==> src/rtl/uart_irq_pkg.sv <==
package uart_irq_pkg;

  // live status word bit positions
  localparam int ST_RX_TRIG  = 0;
  localparam int ST_RX_EMPTY = 1;
  localparam int ST_RX_FULL  = 2;
  localparam int ST_TX_EMPTY = 3;
  localparam int ST_TX_FULL  = 4;
  localparam int ST_TX_TRIG  = 13;

  // sticky word bit positions (bits 4..0 mirror the live word)
  localparam int IS_RX_OVR  = 5;
  localparam int IS_FRAME   = 6;
  localparam int IS_PARITY  = 7;
  localparam int IS_RX_TMO  = 8;
  localparam int IS_MODEM   = 9;
  localparam int IS_TX_TRIG = 10;
  localparam int IS_TX_OVR  = 12;

  // implemented sticky / mask positions: 0..10 and 12
  localparam logic [15:0] IRQ_IMPL = 16'h17FF;

  typedef struct packed {
    logic tx_ovr;
    logic modem;
    logic rx_tmo;
    logic parity;
    logic frame;
    logic rx_ovr;
  } uart_evt_t;

endpackage

==> src/rtl/uart_irq_level.sv <==
module uart_irq_level
  import uart_irq_pkg::*;
#(
  parameter int DEPTH    = 64,
  parameter int CNT_W    = 7,
  parameter int DATA_W   = 32,
  parameter int TRIG_RST = 32
) (
  input  logic              clk,
  input  logic              rst,
  input  logic [CNT_W-1:0]  rx_cnt_i,
  input  logic [CNT_W-1:0]  tx_cnt_i,
  input  logic              rx_lvl_we_i,
  input  logic              tx_lvl_we_i,
  input  logic [CNT_W-1:0]  lvl_wdata_i,
  output logic [DATA_W-1:0] live_o,
  output logic [DATA_W-1:0] stat_o
);

  localparam int NDIR = 2;  // 0 = receive, 1 = transmit
  localparam logic [CNT_W-1:0] FULL_CNT = CNT_W'(DEPTH);
  localparam logic [CNT_W-1:0] LVL_INIT = CNT_W'(TRIG_RST);

  logic [NDIR-1:0] at_trig;
  logic [NDIR-1:0] is_empty;
  logic [NDIR-1:0] is_full;

  for (genvar d = 0; d < NDIR; d++) begin : g_dir
    logic [CNT_W-1:0] lvl_q;
    logic [CNT_W-1:0] cnt;
    logic             we;

    assign cnt = (d == 0) ? rx_cnt_i : tx_cnt_i;
    assign we  = (d == 0) ? rx_lvl_we_i : tx_lvl_we_i;

    always_ff @(posedge clk) begin
      if (rst)     lvl_q <= LVL_INIT;
      else if (we) lvl_q <= lvl_wdata_i;
    end

    assign at_trig[d]  = (cnt >= lvl_q);
    assign is_empty[d] = (cnt == '0);
    assign is_full[d]  = (cnt == FULL_CNT);
  end

  always_comb begin
    live_o              = '0;
    live_o[ST_RX_TRIG]  = at_trig[0];
    live_o[ST_RX_EMPTY] = is_empty[0];
    live_o[ST_RX_FULL]  = is_full[0];
    live_o[ST_TX_EMPTY] = is_empty[1];
    live_o[ST_TX_FULL]  = is_full[1];
    live_o[ST_TX_TRIG]  = at_trig[1];
  end

  always_ff @(posedge clk) begin
    if (rst) stat_o <= '0;
    else     stat_o <= live_o;
  end

  // a FIFO cannot read empty and full at once
  p_empty_full_r1: assert property (@(posedge clk) disable iff (rst)
    !(stat_o[ST_RX_EMPTY] && stat_o[ST_RX_FULL]) &&
    !(stat_o[ST_TX_EMPTY] && stat_o[ST_TX_FULL]));

endmodule

==> src/rtl/uart_irq_sticky.sv <==
module uart_irq_sticky
  import uart_irq_pkg::*;
#(
  parameter int DATA_W = 32
) (
  input  logic              clk,
  input  logic              rst,
  input  logic [DATA_W-1:0] live_i,
  input  uart_evt_t         ev_i,
  input  logic              clr_we_i,
  input  logic [DATA_W-1:0] clr_data_i,
  output logic [DATA_W-1:0] isr_d_o,
  output logic [DATA_W-1:0] isr_o
);

  localparam logic [DATA_W-1:0] IMPL = DATA_W'(IRQ_IMPL);

  logic [DATA_W-1:0] set_v;
  logic [DATA_W-1:0] clr_v;

  always_comb begin
    set_v = '0;
    for (int i = 0; i <= ST_TX_FULL; i++) set_v[i] = live_i[i];
    set_v[IS_TX_TRIG] = live_i[ST_TX_TRIG];
    set_v[IS_RX_OVR]  = ev_i.rx_ovr;
    set_v[IS_FRAME]   = ev_i.frame;
    set_v[IS_PARITY]  = ev_i.parity;
    set_v[IS_RX_TMO]  = ev_i.rx_tmo;
    set_v[IS_MODEM]   = ev_i.modem;
    set_v[IS_TX_OVR]  = ev_i.tx_ovr;
  end

  assign clr_v   = clr_we_i ? clr_data_i : '0;
  // set sources applied after the clear: a colliding new event survives
  assign isr_d_o = ((isr_o & ~clr_v) | set_v) & IMPL;

  always_ff @(posedge clk) begin
    if (rst) isr_o <= '0;
    else     isr_o <= isr_d_o;
  end

  // without a clear write no sticky bit may fall
  p_no_drop_r4: assert property (@(posedge clk) disable iff (rst)
    !clr_we_i |=> ((isr_o & $past(isr_o)) == $past(isr_o)));

  // an overrun pulse leaves its bit set even under a clear
  p_ovr_wins_r7: assert property (@(posedge clk) disable iff (rst)
    ev_i.rx_ovr |=> isr_o[IS_RX_OVR]);

  // transmit trigger lands at the relocated sticky position
  p_tx_trig_map_r2: assert property (@(posedge clk) disable iff (rst)
    live_i[ST_TX_TRIG] |=> isr_o[IS_TX_TRIG]);

endmodule

==> src/rtl/uart_irq_mask.sv <==
module uart_irq_mask
  import uart_irq_pkg::*;
#(
  parameter int DATA_W = 32
) (
  input  logic              clk,
  input  logic              rst,
  input  logic              set_we_i,
  input  logic              clr_we_i,
  input  logic [DATA_W-1:0] wdata_i,
  input  logic [DATA_W-1:0] isr_d_i,
  output logic [DATA_W-1:0] mask_o,
  output logic              irq_o
);

  localparam logic [DATA_W-1:0] IMPL = DATA_W'(IRQ_IMPL);

  logic [DATA_W-1:0] set_v;
  logic [DATA_W-1:0] clr_v;
  logic [DATA_W-1:0] mask_d;

  assign set_v  = set_we_i ? wdata_i : '0;
  assign clr_v  = clr_we_i ? wdata_i : '0;
  // disable applied last so it wins a same-cycle collision
  assign mask_d = ((mask_o | set_v) & ~clr_v) & IMPL;

  always_ff @(posedge clk) begin
    if (rst) begin
      mask_o <= '0;
      irq_o  <= 1'b0;
    end else begin
      mask_o <= mask_d;
      irq_o  <= |(mask_d & isr_d_i);
    end
  end

  // mask holds unless a mask strobe is raised
  p_mask_hold_r8: assert property (@(posedge clk) disable iff (rst)
    (!set_we_i && !clr_we_i) |=> $stable(mask_o));

  // bits named by a disable write read cleared afterwards
  p_mask_disable_r8: assert property (@(posedge clk) disable iff (rst)
    clr_we_i |=> ((mask_o & $past(wdata_i)) == '0));

endmodule

==> src/rtl/uart_irq_status_ctrl.sv <==
module uart_irq_status_ctrl
  import uart_irq_pkg::*;
#(
  parameter int DEPTH    = 64,
  parameter int CNT_W    = $clog2(DEPTH + 1),
  parameter int DATA_W   = 32,
  parameter int TRIG_RST = 32
) (
  input  logic              clk,
  input  logic              rst,
  input  logic [CNT_W-1:0]  rx_cnt_i,
  input  logic [CNT_W-1:0]  tx_cnt_i,
  input  logic              rx_lvl_we_i,
  input  logic              tx_lvl_we_i,
  input  logic [CNT_W-1:0]  lvl_wdata_i,
  input  logic              ien_we_i,
  input  logic              idis_we_i,
  input  logic              iclr_we_i,
  input  logic [DATA_W-1:0] wdata_i,
  input  logic              ev_rx_ovr_i,
  input  logic              ev_frame_i,
  input  logic              ev_parity_i,
  input  logic              ev_rx_tmo_i,
  input  logic              ev_modem_i,
  input  logic              ev_tx_ovr_i,
  output logic [DATA_W-1:0] stat_o,
  output logic [DATA_W-1:0] isr_o,
  output logic [DATA_W-1:0] mask_o,
  output logic              irq_o
);

  logic [DATA_W-1:0] live;
  logic [DATA_W-1:0] isr_d;
  uart_evt_t         ev;

  always_comb begin
    ev.rx_ovr = ev_rx_ovr_i;
    ev.frame  = ev_frame_i;
    ev.parity = ev_parity_i;
    ev.rx_tmo = ev_rx_tmo_i;
    ev.modem  = ev_modem_i;
    ev.tx_ovr = ev_tx_ovr_i;
  end

  uart_irq_level #(
    .DEPTH(DEPTH), .CNT_W(CNT_W), .DATA_W(DATA_W), .TRIG_RST(TRIG_RST)
  ) u_level (
    .clk(clk), .rst(rst),
    .rx_cnt_i(rx_cnt_i), .tx_cnt_i(tx_cnt_i),
    .rx_lvl_we_i(rx_lvl_we_i), .tx_lvl_we_i(tx_lvl_we_i),
    .lvl_wdata_i(lvl_wdata_i),
    .live_o(live), .stat_o(stat_o)
  );

  uart_irq_sticky #(.DATA_W(DATA_W)) u_sticky (
    .clk(clk), .rst(rst),
    .live_i(live), .ev_i(ev),
    .clr_we_i(iclr_we_i), .clr_data_i(wdata_i),
    .isr_d_o(isr_d), .isr_o(isr_o)
  );

  uart_irq_mask #(.DATA_W(DATA_W)) u_mask (
    .clk(clk), .rst(rst),
    .set_we_i(ien_we_i), .clr_we_i(idis_we_i),
    .wdata_i(wdata_i), .isr_d_i(isr_d),
    .mask_o(mask_o), .irq_o(irq_o)
  );

  // interrupt line agrees with the mask and sticky outputs every cycle
  p_irq_follow_r9: assert property (@(posedge clk) disable iff (rst)
    irq_o == |(mask_o & isr_o));

endmodule

==> config.mk <==
export PLATFORM = sky130hd
export DESIGN_NAME = uart_irq_status_ctrl
export DESIGN_NICKNAME = d
export VERILOG_FILES = /design/src/rtl/uart_irq_pkg.sv /design/src/rtl/uart_irq_level.sv /design/src/rtl/uart_irq_sticky.sv /design/src/rtl/uart_irq_mask.sv /design/src/rtl/uart_irq_status_ctrl.sv
export SDC_FILE = /design/constraint.sdc
export NUM_CORES = 1
export LEC_CHECK = 0
export BUFFER_PORTS_ARGS = -buffer_cell sky130_fd_sc_hd__buf_4
export CORE_MARGIN = 8
export CORE_UTILIZATION = 43
export DETAILED_ROUTE_END_ITERATION = 7
export GPL_ROUTABILITY_DRIVEN = 0
export PLACE_DENSITY = 0.81
export SYNTH_ARGS = -nofsm -noshare
export SYNTH_HDL_FRONTEND = slang
export SYNTH_SLANG_ARGS = --single-unit
==> constraint.sdc <==
create_clock -name clk -period 2.9 [get_ports clk]
set_input_delay 0.725 -clock clk [delete_from_list [all_inputs] [get_ports clk]]
set_output_delay 0.725 -clock clk [all_outputs]
set_load 0.05 [all_outputs]
==> results of run 1 <==
[worst min-delay path, delay by kind of cell, from the launching register on]
family           cells  cell delay [ns]
AO/OA/AOI/OAI        1             0.06
AND/OR/NAND/NOR      1             0.07
flip-flops           1             0.33
[per-layer routing]
layer / up-vias / GRT usage (%)
met3: 5 / 2.99
met4: 0 / 4.43
met1: 947 / 14.6
met2: 79 / 24.0
met5: - / 0
li1: 1034 / -
[kinds of logic after synthesis]
| kind of cell | share of synthesized area (%) |
|---|---|
| buf+inv | 24.0 |
| compound gates | 14.9 |
| mux | 4.74 |
| flops | 35.6 |
| simple gates | 13.8 |
| fa+ha+maj | 6.91 |
| other cells | 0.148 |
[path summary, 6_finish.rpt]
kind                                          end  slack, ns                       from  depth (start not counted)
worst min-delay path            u_sticky.isr_o[0]       0.50          u_sticky.isr_o[0]                          2
worst max-delay path                 u_mask.irq_o       0.66                rx_cnt_i[0]                          9
worst min register to register  u_sticky.isr_o[0]       0.50          u_sticky.isr_o[0]                          2
worst max register to register       u_mask.irq_o       0.89  u_level.g_dir[0].lvl_q[0]                          7
[placed cells by master (no fill, tap or decap), types with 2 or more instances in the layout]
master    synthesis  routed
a211oi_1          9       9
clkbuf_8          0       5
ha_1             14      14
nand3_1           5       5
o22ai_1           2       2
nor4_1            3       3
a32oi_1           2       2
o21ai_0           5       5
nor3_1            4       4
dfxtp_1          45      45
nor2_1           36      36
clkinv_2          0       2
and3_1            5       5
a21o_1            8       8
mux2i_1          12      12
a21o_2            3       3
conb_1            1      66
a21oi_1          22      22
o211ai_1          2       2
buf_4            66      76
nand2_1          23      23
inv_1            17      17
[cell type report]
class	count	share of cell area [%]
Clock buffer	5	2.31
Clock inverter	3	0.587
Inverter	17	2.14
Multi-Input combinational cell	231	42.5
Sequential cell	45	30.2
Tap cell	75	3.14
Timing Repair Buffer	76	19.1
[where the power goes]
part	switching [mW]	internal [mW]	total [mW]
Sequential	0.0176	0.653	0.671
Clock	0.207	0.166	0.373
Combinational	0.386	0.131	0.518
Total	0.611	0.951	1.56
[stage by stage]
stage               std cells  power (mW)
floorplan                 369        1.14
global placement          444        1.19
detailed placement        444        1.20
CTS                       452        1.58
global route              452        1.64
finish                    452        1.56
[sequential cells by signal (all words and copies together) (netlist names)]
name                 count
u_mask.mask_o           12
u_level.g_dir.lvl_q     14
u_mask.irq_o             1
u_level.stat_o           6
u_sticky.isr_o          12
==> results.txt, run 1 <==
Cts repair resizes -> 0
CTS Sinks -> 45
Clock slew at reported path FFs -> 0.09 ns
Diode count -> 0
Worst-path maximum fanout -> 3
Cell Area, Placed -> 0.00290 sq mm
Initial antenna violation count -> 0
Multi-input logic area -> 0.00127 sq mm
Period utilization -> 77.2%
Final hold slack -> 0.499 ns
Die height -> 92.8 microns
1st-iter DRT viols -> 67
Seq/Total Area, Yosys -> 35.6%
Total CTS buffers -> 5
Die area -> 0.00860 sq mm
Final WL -> 6130 microns
CP most frequent cell -> a211oi_1
Pre-CTS setup slack -> 0.362 ns
Post-DP HPWL -> 4970 microns
Root buffer selected by CTS -> clkbuf_8
#FFs+latches synth -> 45
CP Class -> in -> reg
First drt pass iteration count -> 4
Wirelength per Cell -> 13.6 microns
Met3 wire len -> 520 microns
Row count -> 28
RSZ-0062 raised after global routing -> no
Fin area -> 0.00298 sq mm
Max clock buf depth -> 2
I/O Pins -> 163
Leakage power -> 1.55 nW
Final worst path period need -> 2.24 ns
HP Class -> reg -> reg
CP endpoint kind -> flip-flop
Fin util -> 51.3%
Drt drc -> 0
Critical path's top delay family -> compound AO/OA/AOI/OAI gates
Critical path arrival -> 2.43 ns
GRT Overall Usage -> 13.2%
M1 WL -> 2460 microns
Buf+Inv Stages, Crit Path -> 2
Vias per cell -> 4.57
Skew-Pair Late Insertion Delay -> 0.29 ns
# setup viols final -> 0
Outcome -> finished clean
Grt total ovfl -> 0
Syn Area/Cell -> 8.33 sq um
Clock Skews -> 0.00894 ns
Max stage delay on crit path -> 0.38 ns
Post-synth top flop -> dfxtp_1
Distinct cells, synth -> 34
Fin. max-slew vios -> 0
Vias in the first global route -> 2018
Synth area leader -> dfxtp_1
Total of fill cells in the finished design -> 585
I/O Buffers -> 76
H-tree levels -> 2
MaxCap Viol Count -> 0
CORE AREA -> 0.00582 sq mm
Cell area after synthesis -> 0.00253 sq mm
Max VDD drop -> 261 uV
Number of synthesized flops with an enable pin -> 0
Cell Chain, Critical Path -> buf_4 -> inv_1 -> ha_1 -> nand2b_1 -> a211oi_1 -> nor3_1 -> a211oi_1 -> nand2_1 -> a221o_1
Layout Nets -> 456
Post-route antenna net violation count -> 0
Final Hold Fails -> 0
Fmax -> 447 MHz
Layout area overhead -> 17.8%
Worst Setup Slack, final -> 0.662 ns
CP Launch Type -> input port
Global-route wire length before repair -> 9470 microns
DIE WIDTH -> 92.8 microns
Pwr/cell area -> 523 mW/mm^2
FF/Latch Area -> 901 sq um
Layout cells sized above 1 -> 23.3%
Hold buffers post-CTS -> 0
Largest net degree at the start of global routing -> 38
Met2 wire length -> 3100 microns
Initial core utilization -> 43.6%
Post-route setup TNS -> 0 ns
Yosys warns -> 0
Ys async rst share -> 0%
CP max stage cell -> a211oi_1
Setup bufs post-CTS -> 0
Synth cell count leaders -> buf_4, dfxtp_1, nor2_1, nand2_1, a21oi_1
CTS tree -> yes
Share of the synthesized area in the top cell type -> 35.6%
Vias post-DR -> 2065
Synth Instances -> 304
Highest metal used -> met4
Synth area leaders -> dfxtp_1, buf_4, ha_1
Most frequent cell after synthesis -> buf_4
CP required -> 3.09 ns
Power figures use the tool's default switching activity.
==> inputs of run 2 (changes only) <==
--- a/config.mk
+++ b/config.mk
@@ -5,12 +5,13 @@
 export SDC_FILE = /design/constraint.sdc
 export NUM_CORES = 1
 export LEC_CHECK = 0
+export ABC_AREA = 1
 export BUFFER_PORTS_ARGS = -buffer_cell sky130_fd_sc_hd__buf_4
 export CORE_MARGIN = 8
-export CORE_UTILIZATION = 43
+export CORE_UTILIZATION = 39
 export DETAILED_ROUTE_END_ITERATION = 7
 export GPL_ROUTABILITY_DRIVEN = 0
-export PLACE_DENSITY = 0.81
+export PLACE_DENSITY = 0.77
 export SYNTH_ARGS = -nofsm -noshare
 export SYNTH_HDL_FRONTEND = slang
 export SYNTH_SLANG_ARGS = --single-unit
==> constraint.sdc (replaced) <==
create_clock -name clk -period 1.8 [get_ports clk]
set_input_delay 0.45 -clock clk [delete_from_list [all_inputs] [get_ports clk]]
set_output_delay 0.45 -clock clk [all_outputs]
set_load 0.05 [all_outputs]
==> results.txt, run 2 <==
Synth cell count leaders -> buf_4, nand2_1, nor2_1, dfxtp_1, inv_1 (was buf_4, dfxtp_1, nor2_1, nand2_1, a21oi_1)
Cell Chain, Critical Path -> inv_1 -> ha_1 -> a21oi_1 -> nor2_1 -> nor2_1 -> nand4_1 -> nand3b_1 -> nand3_1 (was buf_4 -> inv_1 -> ha_1 -> nand2b_1 -> a211oi_1 -> nor3_1 -> a211oi_1 -> nand2_1 -> a221o_1)
RR Endpoint -> u_mask.irq_o (unchanged)
H-tree levels -> 2 (unchanged)
Fmax -> 691 MHz
CTS Sinks -> 45 (unchanged)
Critical path arrival -> 1.63 ns (was 2.43 ns)
Outcome -> finished clean (unchanged)
Pre-CTS setup slack -> 0.125 ns (was 0.362 ns)
CP most frequent cell -> nor2_1 (was a211oi_1)
# setup viols final -> 0 (unchanged)
Setup bufs post-CTS -> 0 (unchanged)
Row count -> 30 (was 28)
Simple-Gate Fraction of Synth Area -> 18.5% (was 13.8%)
Clock slew at reported path FFs -> 0.08 ns (was 0.09 ns)
Vias in the first global route -> 2255 (was 2018)
Mux contribution to synthesized area -> 0% (was 4.74%)
First drt pass iteration count -> 4 (unchanged)
Seq/Total Area, Yosys -> 33.9% (was 35.6%)
Synth area leaders -> dfxtp_1, buf_4, nand2_1 (was dfxtp_1, buf_4, ha_1)
Initial antenna violation count -> 0 (unchanged)
Number of synthesized flops with an enable pin -> 0 (unchanged)
I/O Buffers -> 76 (unchanged)
MaxCap Viol Count -> 0 (unchanged)
Post-DP HPWL -> 5370 microns (was 4970 microns)
Hold Path End -> u_sticky.isr_o[6] (was u_sticky.isr_o[0])
Layout cells sized above 1 -> 22.0% (was 23.3%)
Synth Area in Compound Gates -> 14.0% (was 14.9%)
Post-synth top flop -> dfxtp_1 (unchanged)
Final Hold Fails -> 0 (unchanged)
Wirelength per Cell -> 12.3 microns (was 13.6 microns)
CP endpoint kind -> flip-flop (unchanged)
Max VDD drop -> 383 uV (was 261 uV)
Clock Skews -> 0.00504 ns (was 0.00894 ns)
Initial core utilization -> 39.7% (was 43.6%)
Hold buffers post-CTS -> 0 (unchanged)
Cts repair resizes -> 0 (unchanged)
Root buffer selected by CTS -> clkbuf_8 (unchanged)
CP Class -> reg -> reg (was in -> reg)
Total CTS buffers -> 5 (unchanged)
Skew-Pair Late Insertion Delay -> 0.29 ns (about the same)
Fin. max-slew vios -> 0 (unchanged)
Global-route wire length before repair -> 10200 microns (was 9470 microns)
Largest registers -> u_level.g_dir.lvl_q: 14 flops, u_mask.mask_o: 12 flops, u_sticky.isr_o: 12 flops (unchanged)
DIE WIDTH -> 98.5 microns (was 92.8 microns)
Distinct cells, synth -> 25 (was 34)
Final Power -> 2.54 mW (was 1.56 mW)
CP Launch Type -> flip-flop (was input port)
CORE AREA -> 0.00668 sq mm (was 0.00582 sq mm)
Most common cell after layout, fill and taps aside -> buf_4 (unchanged)
GRT Overall Usage -> 12.7% (was 13.2%)
Die area -> 0.00970 sq mm (was 0.00860 sq mm)
Reg2Reg Depth -> 8 (was 7)
Period utilization -> 80.4%
Largest register by flop count -> u_level.g_dir.lvl_q (unchanged)
Area share of fa/ha/maj cells after synthesis -> 6.60% (was 6.91%)
Yosys warns -> 0 (unchanged)
1st-iter DRT viols -> 103 (was 67)
Layout Nets -> 521 (was 456)
Vias post-DR -> 2239 (was 2065)
Diode count -> 0 (unchanged)
RSZ-0062 raised after global routing -> no (unchanged)
HP Class -> in -> reg (was reg -> reg)
Most frequent cell after synthesis -> buf_4 (unchanged)
Final worst path period need -> 1.45 ns
CP max stage cell -> dfxtp_1 (was a211oi_1)
Max stage delay on crit path -> 0.31 ns (was 0.38 ns)
Synth area leader -> dfxtp_1 (unchanged)
Final WL -> 6410 microns (was 6130 microns)
Layout area overhead -> 17.2% (was 17.8%)
I/O Pins -> 163 (unchanged)
Fin util -> 46.6% (was 51.3%)
Vias per cell -> 4.31 (was 4.57)
Syn Area/Cell -> 7.25 sq um (was 8.33 sq um)
Worst Setup Slack, final -> 0.352 ns (was 0.662 ns)
Pwr/cell area -> 816 mW/mm^2 (was 523 mW/mm^2)
FF-to-FF setup slack -> 0.35 ns (was 0.89 ns)
#FFs+latches synth -> 45 (unchanged)
Cell area after synthesis -> 0.00266 sq mm (was 0.00253 sq mm)
Post-synthesis xor/xnor area fraction -> 0% (unchanged)
Worst-path maximum fanout -> 2 (was 3)
Final hold slack -> 0.371 ns (was 0.499 ns)
Flip-flop count of the largest register after layout -> 14 (unchanged)
Commonest non-fill, non-tap cells in the layout -> buf_4, conb_1, nand2_1 (was buf_4, conb_1, dfxtp_1)
CTS tree -> yes (unchanged)
Die height -> 98.5 microns (was 92.8 microns)
Synth Instances -> 366 (was 304)
Max clock buf depth -> 2 (unchanged)
Drt drc -> 0 (unchanged)
Ys async rst share -> 0% (unchanged)
CP required -> 1.98 ns (was 3.09 ns)
Largest family of logic cells by synthesized area -> buffers and inverters (unchanged)
Critical hold path startpoint -> ev_frame_i (was u_sticky.isr_o[0])
Largest net degree at the start of global routing -> 32 (was 38)
R2r startpoint -> u_level.g_dir[1].lvl_q[4] (was u_level.g_dir[0].lvl_q[0])
Post-route setup TNS -> 0 ns (unchanged)
Leakage power -> 1.67 nW (was 1.55 nW)
Post-route antenna net violation count -> 0 (unchanged)
Hold Path Cell Cnt -> 3 (was 2)
Share of the synthesized area in the top cell type -> 33.9% (was 35.6%)
Grt total ovfl -> 0 (unchanged)
[run 2: cell count changes in the layout (fill, tap and decap cells not counted), sizes merged, moves of 5 or more]
cell / previous run / this run
a211oi: 9 / 0
a21o: 11 / 2
a21oi: 22 / 28
and3: 6 / 0
inv: 17 / 44
mux2i: 12 / 0
nand2: 23 / 59
nor2: 36 / 56
o21ai: 5 / 26
o21bai: 0 / 5
[run 2: power by group]
group          internal, mW  switching [mW]  total [mW]
combinational         0.217           0.659       0.875
clock                 0.256           0.324       0.580
sequential             1.06          0.0252        1.08
total                  1.53            1.01        2.54
[run 2: worst max-delay path, delay by kind of cell, from the launching register on]
kind / cells / cell delay (ns)
AOI/OAI and AO/OA: 1 / 0.16
DFF: 1 / 0.31
buffers and inverters: 1 / 0.05
adders and majority gates: 1 / 0.29
and+or+nand+nor: 5 / 0.54
[run 2: per-layer routing]
| layer | up-vias | wire length [microns] | global-route usage [%] |
|---|---|---|---|
| met3 | 5 | 574 | 4.86 |
| met1 | 992 | 2580 | 13.2 |
| met2 | 89 | 3210 | 23.9 |
| met5 | - | 0 | 0 |
| li1 | 1153 | - | - |
| met4 | 0 | 38 | 2.13 |
[run 2: through the flow]
stage,cell area (sq um),instances
2_1_floorplan,2900,431
3_3_place_gp,3040,514
3_5_place_dp,3040,514
4_1_cts,3110,520
5_1_grt,3110,520
6_report,3110,520
[run 2: how the worst max path moves through the flow]
stage / from / end
floorplan: rx_cnt_i[2] / u_mask.irq_o
global placement: tx_cnt_i[6] / u_mask.irq_o
detailed placement: tx_cnt_i[4] / u_mask.irq_o
CTS: u_level.g_dir[0].lvl_q[2] / u_sticky.isr_o[0]
global route: u_level.g_dir[0].lvl_q[2] / u_sticky.isr_o[0]
finish: u_level.g_dir[1].lvl_q[4] / u_mask.irq_o
[run 2: final cells by class]
class | instances | area (sq um)
fillers | 685 | 3570
multi-input cells | 267 | 1280
flip-flops and latches | 45 | 901
repair buffers | 78 | 586
inverters | 44 | 165
well taps | 80 | 100
clock buffers | 5 | 68.8
clock inverters | 1 | 5.00
[run 2: cells by family after synthesis]
group	Yosys count
AO/OA/AOI/OAI	63
other	1
adder cells (fa/ha/maj)	14
buffers and inverters	119
flip-flops	45
AND/OR/NAND/NOR	124
